File: src/rtl/blk_xfer_pkg.sv
package blk_xfer_pkg;
    typedef enum logic [1:0] {
        ST_IDLE = 2'd0,
        ST_RD   = 2'd1,
        ST_WR   = 2'd2
    } seq_state_e;

    localparam logic [1:0] STEP_HOLD = 2'b00;
    localparam logic [1:0] STEP_UP   = 2'b01;
    localparam logic [1:0] STEP_DOWN = 2'b10;
endpackage

File: src/rtl/blk_addr_unit.sv
module blk_addr_unit
    import blk_xfer_pkg::*;
#(
    parameter int AW = 16
) (
    input  logic          clk,
    input  logic          rst_n,
    input  logic          ld,
    input  logic [AW-1:0] ld_val,
    input  logic          in_block,
    input  logic          word,
    input  logic [1:0]    step_mode,
    input  logic          unit_adv,
    input  logic          blk_end,
    output logic [AW-1:0] cur,
    output logic [AW-1:0] base
);
    typedef struct packed {
        logic [AW-1:0] base;
        logic [AW-1:0] cur;
    } areg_t;

    areg_t         r_q, r_d;
    logic [AW-1:0] step;

    assign step = word ? AW'(2) : AW'(1);

    always_comb begin
        r_d = r_q;
        if (ld) begin
            r_d.base = ld_val;
            r_d.cur  = ld_val;
        end else if (in_block) begin
            if (blk_end)       r_d.cur = r_q.base;
            else if (unit_adv) r_d.cur = r_q.cur + step;
        end else if (blk_end) begin
            case (step_mode)
                STEP_UP:   r_d.cur = r_q.cur + step;
                STEP_DOWN: r_d.cur = r_q.cur - step;
                default:   r_d.cur = r_q.cur;
            endcase
            r_d.base = r_d.cur;
        end
    end

    always_ff @(posedge clk or negedge rst_n) begin
        if (!rst_n) r_q <= '0;
        else        r_q <= r_d;
    end

    assign cur  = r_q.cur;
    assign base = r_q.base;

    // a non-block pointer never moves in the middle of a block
    assert_nonblock_hold_R4: assert property (@(posedge clk) disable iff (!rst_n)
        (!in_block && !ld && !blk_end) |=> (cur == $past(cur)));
endmodule

File: src/rtl/blk_count_unit.sv
module blk_count_unit #(
    parameter int SZW = 8,
    parameter int CW  = 16
) (
    input  logic           clk,
    input  logic           rst_n,
    input  logic           ld,
    input  logic [SZW-1:0] ld_bsize,
    input  logic [CW-1:0]  ld_bcount,
    input  logic           unit_done,
    output logic           last_unit,
    output logic           last_block
);
    localparam int SZC = SZW + 1;
    localparam int CC  = CW + 1;

    typedef struct packed {
        logic [SZC-1:0] reload;
        logic [SZC-1:0] left;
        logic [CC-1:0]  blocks;
    } creg_t;

    creg_t c_q, c_d;

    always_comb begin
        c_d = c_q;
        if (ld) begin
            c_d.reload = (ld_bsize == '0) ? (SZC'(1) << SZW) : {1'b0, ld_bsize};
            c_d.left   = c_d.reload;
            c_d.blocks = (ld_bcount == '0) ? (CC'(1) << CW) : {1'b0, ld_bcount};
        end else if (unit_done) begin
            if (c_q.left == SZC'(1)) begin
                c_d.left   = c_q.reload;
                c_d.blocks = c_q.blocks - CC'(1);
            end else begin
                c_d.left = c_q.left - SZC'(1);
            end
        end
    end

    always_ff @(posedge clk or negedge rst_n) begin
        if (!rst_n) begin
            c_q.reload <= SZC'(1);
            c_q.left   <= SZC'(1);
            c_q.blocks <= CC'(1);
        end else begin
            c_q <= c_d;
        end
    end

    assign last_unit  = (c_q.left == SZC'(1));
    assign last_block = (c_q.blocks == CC'(1));

    assert_left_in_range_R5: assert property (@(posedge clk) disable iff (!rst_n)
        (c_q.left != '0) && (c_q.left <= c_q.reload));
endmodule

File: src/rtl/blk_xfer_seq.sv
module blk_xfer_seq
    import blk_xfer_pkg::*;
#(
    parameter int AW  = 16,
    parameter int DW  = 16,
    parameter int SZW = 8,
    parameter int CW  = 16
) (
    input  logic           clk,
    input  logic           rst_n,
    input  logic           cfg_load,
    input  logic [AW-1:0]  cfg_src,
    input  logic [AW-1:0]  cfg_dst,
    input  logic [SZW-1:0] cfg_bsize,
    input  logic [CW-1:0]  cfg_bcount,
    input  logic           cfg_blk_src,
    input  logic [1:0]     cfg_step_mode,
    input  logic           cfg_word,
    input  logic           start,
    input  logic           irq_clr,
    output logic           mem_req,
    output logic           mem_we,
    output logic [AW-1:0]  mem_addr,
    output logic [DW-1:0]  mem_wdata,
    input  logic [DW-1:0]  mem_rdata,
    input  logic           mem_ready,
    output logic           busy,
    output logic           done,
    output logic           irq
);
    typedef struct packed {
        seq_state_e    state;
        logic [DW-1:0] data;
        logic          irq;
        logic          armed;
        logic          done;
        logic          blk_src;
        logic          word;
        logic [1:0]    mode;
    } ctl_t;

    ctl_t          s_q, s_d;
    logic          load_ok, unit_done, blk_end, unit_adv;
    logic          last_unit, last_block;
    logic [AW-1:0] src_cur, dst_cur, src_base, dst_base;

    assign load_ok   = cfg_load && (s_q.state == ST_IDLE);
    assign unit_done = (s_q.state == ST_WR) && mem_ready;
    assign blk_end   = unit_done && last_unit;
    assign unit_adv  = unit_done && !last_unit;

    always_comb begin
        s_d      = s_q;
        s_d.done = 1'b0;
        s_d.irq  = s_q.irq && !irq_clr;
        if (load_ok) begin
            s_d.blk_src = cfg_blk_src;
            s_d.word    = cfg_word;
            s_d.mode    = cfg_step_mode;
            s_d.armed   = 1'b1;
        end
        case (s_q.state)
            ST_IDLE: begin
                if (start && s_q.armed && !cfg_load) s_d.state = ST_RD;
            end
            ST_RD: begin
                if (mem_ready) begin
                    s_d.data  = mem_rdata;
                    s_d.state = ST_WR;
                end
            end
            ST_WR: begin
                if (mem_ready) begin
                    if (last_unit) begin
                        s_d.state = ST_IDLE;
                        s_d.done  = 1'b1;
                        if (last_block) begin
                            s_d.irq   = 1'b1;
                            s_d.armed = 1'b0;
                        end
                    end else begin
                        s_d.state = ST_RD;
                    end
                end
            end
            default: s_d.state = ST_IDLE;
        endcase
    end

    always_ff @(posedge clk or negedge rst_n) begin
        if (!rst_n) begin
            s_q       <= '0;
            s_q.state <= ST_IDLE;
        end else begin
            s_q <= s_d;
        end
    end

    blk_addr_unit #(.AW(AW)) u_src (
        .clk(clk), .rst_n(rst_n), .ld(load_ok), .ld_val(cfg_src),
        .in_block(s_q.blk_src), .word(s_q.word), .step_mode(s_q.mode),
        .unit_adv(unit_adv), .blk_end(blk_end), .cur(src_cur), .base(src_base)
    );

    blk_addr_unit #(.AW(AW)) u_dst (
        .clk(clk), .rst_n(rst_n), .ld(load_ok), .ld_val(cfg_dst),
        .in_block(!s_q.blk_src), .word(s_q.word), .step_mode(s_q.mode),
        .unit_adv(unit_adv), .blk_end(blk_end), .cur(dst_cur), .base(dst_base)
    );

    blk_count_unit #(.SZW(SZW), .CW(CW)) u_cnt (
        .clk(clk), .rst_n(rst_n), .ld(load_ok), .ld_bsize(cfg_bsize),
        .ld_bcount(cfg_bcount), .unit_done(unit_done),
        .last_unit(last_unit), .last_block(last_block)
    );

    assign mem_req   = (s_q.state != ST_IDLE);
    assign mem_we    = (s_q.state == ST_WR);
    assign mem_addr  = (s_q.state == ST_WR) ? dst_cur : src_cur;
    assign mem_wdata = s_q.data;
    assign busy      = (s_q.state != ST_IDLE);
    assign done      = s_q.done;
    assign irq       = s_q.irq;

    assert_req_held_R2: assert property (@(posedge clk) disable iff (!rst_n)
        (mem_req && !mem_ready) |=> (mem_req && $stable(mem_addr) && $stable(mem_we)));

    assert_area_restored_R3: assert property (@(posedge clk) disable iff (!rst_n)
        done |-> (s_q.blk_src ? (src_cur == src_base) : (dst_cur == dst_base)));

    assert_irq_with_done_R7: assert property (@(posedge clk) disable iff (!rst_n)
        $rose(irq) |-> done);

    assert_irq_sticky_R8: assert property (@(posedge clk) disable iff (!rst_n)
        (irq && !irq_clr) |=> irq);

    assert_no_run_unarmed_R9: assert property (@(posedge clk) disable iff (!rst_n)
        (!busy && !s_q.armed) |=> !busy);
endmodule

File: config.mk
export PLATFORM = sky130hd
export DESIGN_NAME = blk_xfer_seq
export DESIGN_NICKNAME = d
export VERILOG_FILES = /design/src/rtl/blk_xfer_pkg.sv /design/src/rtl/blk_addr_unit.sv /design/src/rtl/blk_count_unit.sv /design/src/rtl/blk_xfer_seq.sv
export SDC_FILE = /design/constraint.sdc
export NUM_CORES = 1
export LEC_CHECK = 0
export BUFFER_PORTS_ARGS = -buffer_cell sky130_fd_sc_hd__buf_4
export CAP_MARGIN = 20
export CORE_MARGIN = 2
export CORE_UTILIZATION = 54
export CTS_BUF_LIST = sky130_fd_sc_hd__clkbuf_16
export CTS_CLUSTER_SIZE = 20
export DETAILED_ROUTE_END_ITERATION = 8
export PLACE_DENSITY = 0.75
export SYNTH_ARGS = -nofsm -noshare
export SYNTH_HDL_FRONTEND = slang
export SYNTH_HIERARCHICAL = 1
export SYNTH_SLANG_ARGS = --single-unit
File: constraint.sdc
create_clock -name clk -period 3.73 [get_ports clk]
set_clock_uncertainty 0.2 [all_clocks]
set_input_delay 0.9325 -clock clk [delete_from_list [all_inputs] [get_ports clk]]
set_output_delay 0.9325 -clock clk [all_outputs]
set_load 0.005 [all_outputs]
# Word level (Yosys, flattened, before mapping)
# Cells that the tools add are included.
# totals
reg_bits,124
word_cells,91
# classes
addsub,6
muxes,32
eq_ne,11
reduce_logical,27
# ops
cell,n
16-bit 2-to-1 mux,9
32-bit 2-to-1 mux,4
16-bit case mux with 2 select lines,2
26-bit 2-to-1 mux,2
17-bit 2-to-1 mux,2
16-bit adder,2
16-bit subtractor,2
18-bit 2-to-1 mux,1
9-bit 2-to-1 mux,2
17-bit by 1-bit equality test with 1-bit output (second input constant),1
17-bit by 1-bit subtractor with 17-bit output (second input constant),1
16-bit zero test,1
2-bit AND reduction,6
2-bit nonzero test,5
9-bit by 1-bit equality test with 1-bit output (second input constant),1
3-bit 2-to-1 mux,3
9-bit by 1-bit subtractor with 9-bit output (second input constant),1
8-bit zero test,1
2-bit 2-to-1 mux,4
1-bit logical AND,7
2-bit by 1-bit inequality test with 1-bit output (second input constant),3
2-bit case mux with 3 select lines,1
3-bit nonzero test,2
2-bit by 1-bit equality test with 1-bit output (second input constant),2
7 further kinds,11

# Logic depth before layout (Yosys ltp)
# Gate-level depths: netlist (run 1).
# logic_depth
ltp_word,7
ltp_mapped,14
mapped_depth_nobuf,11

# Cells and area by module
# The synthesis (run 1) kept the hierarchy.
# by_module_without_submodules
module,cells_per_inst,seq_area_each_um2,instances,area_each_um2
blk_addr_unit at u_src,403,800.8,1,2996.6
blk_addr_unit at u_dst,386,800.8,1,2956.6
blk_count_unit,223,879.6,1,2104.5
blk_xfer_seq,101,625.6,1,1385.1

# Worst setup path before layout (run 1)
# Ideal clock, no wire load.
# synth_path
path_kind,register to register
from,register u_cnt/c_q[17] (netlist name)
to,register u_dst.r_q (netlist bit u_dst/base[2])
slack_ns,0.163
arrival_ns,3.243
setup_ns,0.125
path_stages_with_launch,12
path_cell_list,dfstp_2 -> ha_1 -> or3b_2 -> clkbuf_1 -> nor3_2 -> and4b_2 -> clkbuf_1 -> inv_1 -> nor2_1 -> clkbuf_1 -> a21oi_1 -> mux2_2
# synth_via
elab_chain_cells,4
# synth_lines
element,line_no,rtl
start: declaration,blk_count_unit.sv:23,"creg_t c_q, c_d;"
9-bit by 1-bit equality test with 1-bit output,blk_count_unit.sv:51,assign last_unit = (c_q.left == SZC'(1));
named net last_unit,blk_xfer_seq.sv:44,"logic last_unit, last_block;"
1-bit logical AND,blk_xfer_seq.sv:49,assign blk_end = unit_done && last_unit;
named net blk_end,blk_xfer_seq.sv:43,"logic load_ok, unit_done, blk_end, unit_adv;"
2-bit nonzero test (no source line),n/a,
2-bit AND reduction (no source line),n/a,
end signal: assignment,blk_addr_unit.sv:48,else r_q <= r_d;
end: declaration,blk_addr_unit.sv:23,"areg_t r_q, r_d;"
# The timed path passes the listed nets, and every way through them passes these cells.
# A chain may end at the register's enable or synchronous reset.

# Final worst setup path (run 1)
# layout_path
from,register u_cnt/c_q[17] (netlist name)
to,register u_src.r_q (netlist bit u_src/cur[13])
# layout_via
elab_chain_cells,5
# layout_lines
element,line_no,rtl
9-bit by 1-bit equality test with 1-bit output,blk_count_unit.sv:51,
named net last_unit,blk_xfer_seq.sv:44,
1-bit zero test,blk_xfer_seq.sv:50,assign unit_adv = unit_done && !last_unit;
1-bit logical AND,blk_xfer_seq.sv:50,
named net unit_adv,blk_xfer_seq.sv:43,
3-bit nonzero test (no source line),n/a,
2-bit AND reduction (no source line),n/a,
end signal: assignment,blk_addr_unit.sv:48,
end: declaration,blk_addr_unit.sv:23,
# The timed path passes the listed nets, and every way through them passes these cells.

==> results.sh, run 1 <==
export IMPL_status="complete, no violations"
export IMPL_holdCritStartpoint="u_cnt/c_q[26]"
export IMPL_finalMaxSlewViolations=0
export IMPL_rows=48
export IMPL_die_area_um2=18600
export IMPL_drt_pass1_iter_count=6
export IMPL_synth_largest_area_cell="dfrtp_1"
export IMPL_relSlewSlack=0.350
export IMPL_multi_input_area_um2=5670
export IMPL_synth_edff_count=0
export IMPL_tritoncts="built"
export IMPL_synth_top_cell_area_share=0.321
export IMPL_final_hold_viol_count=0
export IMPL_grt_first_pass_wirelength_mm=45.0
export IMPL_cts_resized=0
export IMPL_dieHeight_um=136
export IMPL_insertion_delay_ps=430
export IMPL_met3_usage=0.0593
export IMPL_wirelength_mm=28.4
export IMPL_routedWlPerCell_um=20.0
export IMPL_grt_start_max_net_pins=52
export IMPL_r2r_end="u_src/cur[13]"
export IMPL_portBuffers=118
export IMPL_grt_pass1_vias=8776
export IMPL_hold_class="reg2reg"
export IMPL_num_antenna_cells=0
export IMPL_regToRegSetupSlack_ps=250
export IMPL_tightest_slew_ps=968
export IMPL_vias=9443
export IMPL_ys_async_sr_fraction=1.00
export IMPL_clockRootBuffer="clkbuf_16"
export IMPL_timing_fmax_ghz=0.287
export IMPL_gp_congestion=0.933
export IMPL_htree_num_levels=4
export IMPL_syn_instance_count=1113
export IMPL_reg2regPathDepth=9
export IMPL_fin_crit_sh=0.933
export IMPL_drive_gt1_frac=0.225
export IMPL_crit_path_max_fanout=15
export IMPL_synth_ff_type="dfrtp_1"
export IMPL_die_x_um=136
export IMPL_postCtsSetupBuffers=0
export IMPL_cts_sinks=124
export IMPL_core_area_um2=17200
export IMPL_seqCellArea_um2=3110
export IMPL_dp_hpwl_mm=19.8
export IMPL_cp_required_ps=3870
export IMPL_syn_area_um2=9440
export IMPL_drt_initial_drc_count=1066
export IMPL_start_kind="register"
export IMPL_tns_ps=0
export IMPL_pin_count=119
export IMPL_worst_path_largest_cell_delay_ps=570
export IMPL_setup_viol=0
export IMPL_synth_fp_nets=1217
export IMPL_min_to="u_cnt/c_q[26]"
export IMPL_hold_buffers=0
export IMPL_met1_usage=0.413
export IMPL_area_growth_pct=16.0
export IMPL_cp_cell_sequence="ha_1 > or3b_2 > nor3_2 > and4bb_2 > a21oi_1 > nand2_1 > buf_4 > a31oi_1 > a21boi_0"
export IMPL_worstPathArrival_ps=3610
export IMPL_crit_start="u_cnt/c_q[17]"
export IMPL_power_density_nw_per_um2=916
export IMPL_fillCellCount=1525
export IMPL_rr_startpoint="u_cnt/c_q[17]"
export IMPL_cts_reportedPaths_clkPinSlew_ps=60
export IMPL_drv_cap=0
export IMPL_top_usage_layer="met2"
export IMPL_placed_area_um2=10400
export IMPL_p_leak_uw=0.00446
export IMPL_viasPerCell=6.66
export IMPL_period_needed_ps=3480
export IMPL_postSynthAreaPerCell_um2=8.48
export IMPL_endpoint_kind="register"
export IMPL_peakVddDrop_mv=0.596
export IMPL_final_cell_area_um2=11000
export IMPL_synth_cell_types=94
export IMPL_cts_buffer_depth=2
export IMPL_grt_use_total=0.306
export IMPL_path_buf_inv=1
export IMPL_gr_usage_met2=0.484
export IMPL_path_delay_family="simple AND/OR/NAND/NOR gates"
export IMPL_route_detailed_drc=0
export IMPL_antenna_left=0
export IMPL_final_nets=1285
export IMPL_yosys_register_bits=124
export IMPL_numCtsBuffers=17
export IMPL_start_util=0.550
export IMPL_yosysWarnings=6
export IMPL_synthTopCellsByArea="dfrtp_1 32%, mux2_2 5.0%, o21ai_0 4.4%"
export IMPL_grt_setup_unrepaired="false"
export IMPL_slowest_stage="dfstp_2"
export IMPL_ys_seq_area_frac=0.329
export IMPL_hold_depth=2
export IMPL_grt_antenna_before_repair=0
export IMPL_path_class="reg2reg"
export IMPL_grt_overflow=0
-- worst max path at each step --
stage / slack [ps] / depth (start not counted) / endpoint
final: 250 / 9 / u_src/cur[13]
after detailed placement: 310 / 9 / u_src/cur[13]
after floorplan: 160 / 11 / u_dst/base[2]
after CTS: 290 / 9 / u_src/cur[13]
after global routing: 20 / 9 / u_src/cur[13]
after global placement: 420 / 9 / u_src/base[8]
-- cell families after synthesis --
group,after synthesis,share of synthesized area
and+or+nand+nor,383,0.220
AOI/OAI and AO/OA,355,0.251
buffers and inverters,143,0.0710
DFF,124,0.329
muxes,61,0.0739
xor gates and xnor gates,25,0.0232
adders and majority gates,22,0.0323
-- power by group --
group	internal (µW)	total (µW)	switching [µW]
sequential	1990	2890	897
combinational	2350	5490	3140
clock	1040	1660	627
-- metal layers --
metal	wire [µm]	part of all wire
met1	12100	0.42
met2	13000	0.46
met3	2390	0.084
met4	928	0.033
met5	0	0
-- state kept, by name, indices dropped and copies added (netlist names), 7 cells and up --
name        count
mem_wdata      16
u_dst/base     16
u_src/base     16
u_src/cur      16
u_dst/cur      16
u_cnt/c_q      35
s_q             7
-- worst min-delay path, delay by kind of cell (launching register included) --
family	cells	cell delay, ps
buf+inv	1	40
flops	1	360
compound gates	1	70
-- stage by stage --
step / power [µW] / hold WS (ps) / util / setup slack [ps] / std cells
4_1_cts: 9900 / 277 / 0.638 / 292 / 1418
5_1_grt: 10700 / 315 / 0.638 / 15.8 / 1418
3_3_place_gp: 8090 / 262 / 0.604 / 422 / 1387
6_report: 10000 / 278 / 0.638 / 251 / 1418
2_1_floorplan: 6600 / 249 / - / 163 / 1113
3_5_place_dp: 8200 / 270 / 0.604 / 312 / 1387
-- synth_stat cells (17+ instances only) --
library cell / n
dfrtp_1: 121
nand2_1: 99
nor2_1: 86
o21ai_0: 83
a21oi_1: 75
clkbuf_1: 69
mux2_2: 42
inv_1: 37
nor3_1: 28
a31oi_1: 27
buf_4: 19
nor4_1: 19
ha_1: 18
nand3_1: 18
o211ai_1: 18
and3_1: 17
-- cells in the final DEF, fill, tap and decap left out, types with 7 or more instances in the layout --
master,count
o31ai_1,11
inv_1,40
mux2_2,42
clkbuf_16,17
nor3_1,28
o21ai_0,83
xor2_1,12
buf_4,152
a211oi_1,9
a21oi_1,75
nor4_1,19
nand3_1,18
or3_1,15
nand2b_1,14
mux2i_1,12
o221ai_1,9
a31oi_1,27
xnor2_1,13
a221o_1,8
mux2_4,7
dfrtp_1,121
o22ai_1,15
a21o_1,7
a22oi_1,12
and3_1,17
nand4_1,12
nand2_1,99
nor2_1,86
or4_1,12
nor2b_1,7
o211ai_1,18
o41ai_1,7
ha_1,18
a2bb2oi_1,7
-- cell type report --
cell class                 instances  share of cell area
clock buffer                      17              0.0388
tap                              225              0.0257
clock inverter                    14              0.0144
timing repair buffer             153               0.106
multi-input combinational        846               0.518
sequential                       124               0.284
inverter                          39              0.0134
Note: power is estimated with default switching activity, not from simulation.
==> inputs of run 2 (changes only) <==
- CORE_UTILIZATION: 54 -> 50
- PLACE_DENSITY: 0.75 -> 0.7
==> results.sh, run 2 (same netlist as run 1, synthesis figures left out) <==
export IMPL_worst_path_largest_cell_delay_ps=610
export IMPL_numCtsBuffers=17
export IMPL_clockRootBuffer="clkbuf_16"
export IMPL_cts_resized=0
export IMPL_rr_startpoint="s_q[2]"
export IMPL_regMostFlops="u_cnt/c_q"
export IMPL_final_nets=1282
export IMPL_path_delay_family="simple AND/OR/NAND/NOR gates"
export IMPL_cts_buffer_depth=2
export IMPL_peakVddDrop_mv=0.523
export IMPL_power_density_nw_per_um2=923
export IMPL_path_buf_inv=1
export IMPL_grt_start_max_net_pins=53
export IMPL_crit_path_max_fanout=9
export IMPL_cp_required_ps=3870
export IMPL_area_growth_pct=16.6
export IMPL_dp_hpwl_mm=20.4
export IMPL_hold_buffers=0
export IMPL_tns_ps=0
export IMPL_start_kind="register"
export IMPL_route_detailed_drc=0
export IMPL_routedWlPerCell_um=20.3
export IMPL_pin_count=119
export IMPL_period_needed_ps=3350
export IMPL_p_leak_uw=0.00447
export IMPL_path_class="reg2reg"
export IMPL_gp_congestion=0.964
export IMPL_setup_viol=0
export IMPL_tritoncts="built"
export IMPL_rows=50
export IMPL_worstPathArrival_ps=3500
export IMPL_portBuffers=118
export IMPL_cts_sinks=124
export IMPL_antenna_left=0
export IMPL_vias=9402
export IMPL_final_hold_viol_count=0
export IMPL_timing_fmax_ghz=0.298
export IMPL_wirelength_mm=28.9
export IMPL_endpoint="u_src/base[10]"
export IMPL_relSlewSlack=0.428
export IMPL_fin_crit_sh=0.899
export IMPL_slowest_stage="or4b_1"
export IMPL_reg2regPathDepth=9
export IMPL_tightest_slew_ps=852
export IMPL_drv_cap=0
export IMPL_die_x_um=141
export IMPL_grt_pass1_vias=8617
export IMPL_regToRegSetupSlack_ps=380
export IMPL_status="complete, no violations"
export IMPL_finalMaxSlewViolations=0
export IMPL_cts_reportedPaths_clkPinSlew_ps=60
export IMPL_final_common_cell="buf_4"
export IMPL_critical_path_depth=9
export IMPL_grt_overflow=0
export IMPL_endpoint_kind="register"
export IMPL_hold_class="in2async"
export IMPL_grt_first_pass_wirelength_mm=45.3
export IMPL_cp_cell_sequence="inv_1 > ha_1 > fa_1 > or4b_1 > nor3_1 > xnor2_1 > a221oi_1 > or3_1 > o22ai_1"
export IMPL_grt_use_total=0.284
export IMPL_dieHeight_um=141
export IMPL_htree_num_levels=4
export IMPL_postCtsSetupBuffers=0
export IMPL_drive_gt1_frac=0.226
export IMPL_crit_start="s_q[2]"
export IMPL_die_area_um2=20000
export IMPL_insertion_delay_ps=420
export IMPL_layout_common_cells="146 x buf_4, 121 x dfrtp_1, 99 x nand2_1"
export IMPL_fillCellCount=1680
export IMPL_start_util=0.507
export IMPL_core_area_um2=18600
export IMPL_largest_reg_flops=35
export IMPL_grt_antenna_before_repair=0
export IMPL_viasPerCell=6.60
export IMPL_drt_initial_drc_count=1012
export IMPL_drt_pass1_iter_count=8
export IMPL_fin_util=0.590
export IMPL_r2r_end="u_src/base[10]"
export IMPL_grt_setup_unrepaired="false"
-- run 2: cell count changes in the layout (fill, tap and decap cells not counted), sizes merged --
cell,before,now
buf,153,150
bufinv,3,4
clkinv,6,9
clkinvlp,4,1
diode,0,1
inv,40,39
-- run 2: power breakdown --
group | leakage, µW | switching (µW) | total, µW | internal [µW]
Sequential | 0.00145 | 892 | 2880 | 1990
Clock | 0.000303 | 666 | 1780 | 1120
Combinational | 0.00272 | 3150 | 5500 | 2350
-- run 2: cell type report --
type / instances / area [µm²] / share of cell area
Clock inverter: 14 / 195 / 0.0177
Clock buffer: 17 / 425 / 0.0386
Timing Repair Buffer: 150 / 1170 / 0.106
Tap cell: 234 / 293 / 0.0266
Sequential cell: 124 / 3110 / 0.282
Multi-Input combinational cell: 846 / 5670 / 0.515
Inverter: 39 / 146 / 0.0133
Antenna cell: 1 / 2.50 / 0.000227
-- run 2: worst min-delay path by stage --
stage / endpoint / startpoint / cells after the start
6_report: u_cnt/c_q[8] / rst_n / 1
5_1_grt: u_cnt/c_q[8] / rst_n / 1
2_1_floorplan: u_cnt/c_q[26] / u_cnt/c_q[26] / 2
4_1_cts: u_cnt/c_q[8] / rst_n / 1
3_5_place_dp: u_cnt/c_q[26] / u_cnt/c_q[26] / 2
3_3_place_gp: u_cnt/c_q[26] / u_cnt/c_q[26] / 2
-- run 2: per-layer routing --
| metal | part of all wire | track usage | routed length (µm) |
|---|---|---|---|
| met1 | 0.43 | 0.377 | 12400 |
| met2 | 0.46 | 0.461 | 13400 |
| met3 | 0.077 | 0.0543 | 2230 |
| met4 | 0.030 | 0.111 | 858 |
| met5 | 0 | 0 | 0 |
-- run 2: through the flow --
step | std cells | power [µW] | hold WS [ps] | cell area, µm² | setup slack (ps)
finish | 1425 | 10200 | 253 | 11000 | 378
global route | 1424 | 10800 | 282 | 11000 | 179
CTS | 1424 | 10100 | 274 | 11000 | 413
detailed placement | 1393 | 8240 | 262 | 10400 | 437
global placement | 1393 | 8110 | 262 | 10400 | 499
floorplan | 1113 | 6600 | 249 | 9440 | 163
-- run 2: worst reg2reg max path: cells and delay by family (launching register included) --
kind	cells	cell delay, ps
flip-flops	1	530
AND/OR/NAND/NOR	3	1420
adder cells (fa/ha/maj)	2	440
AO/OA/AOI/OAI	2	280
XOR/XNOR	1	190
buffers and inverters	1	200
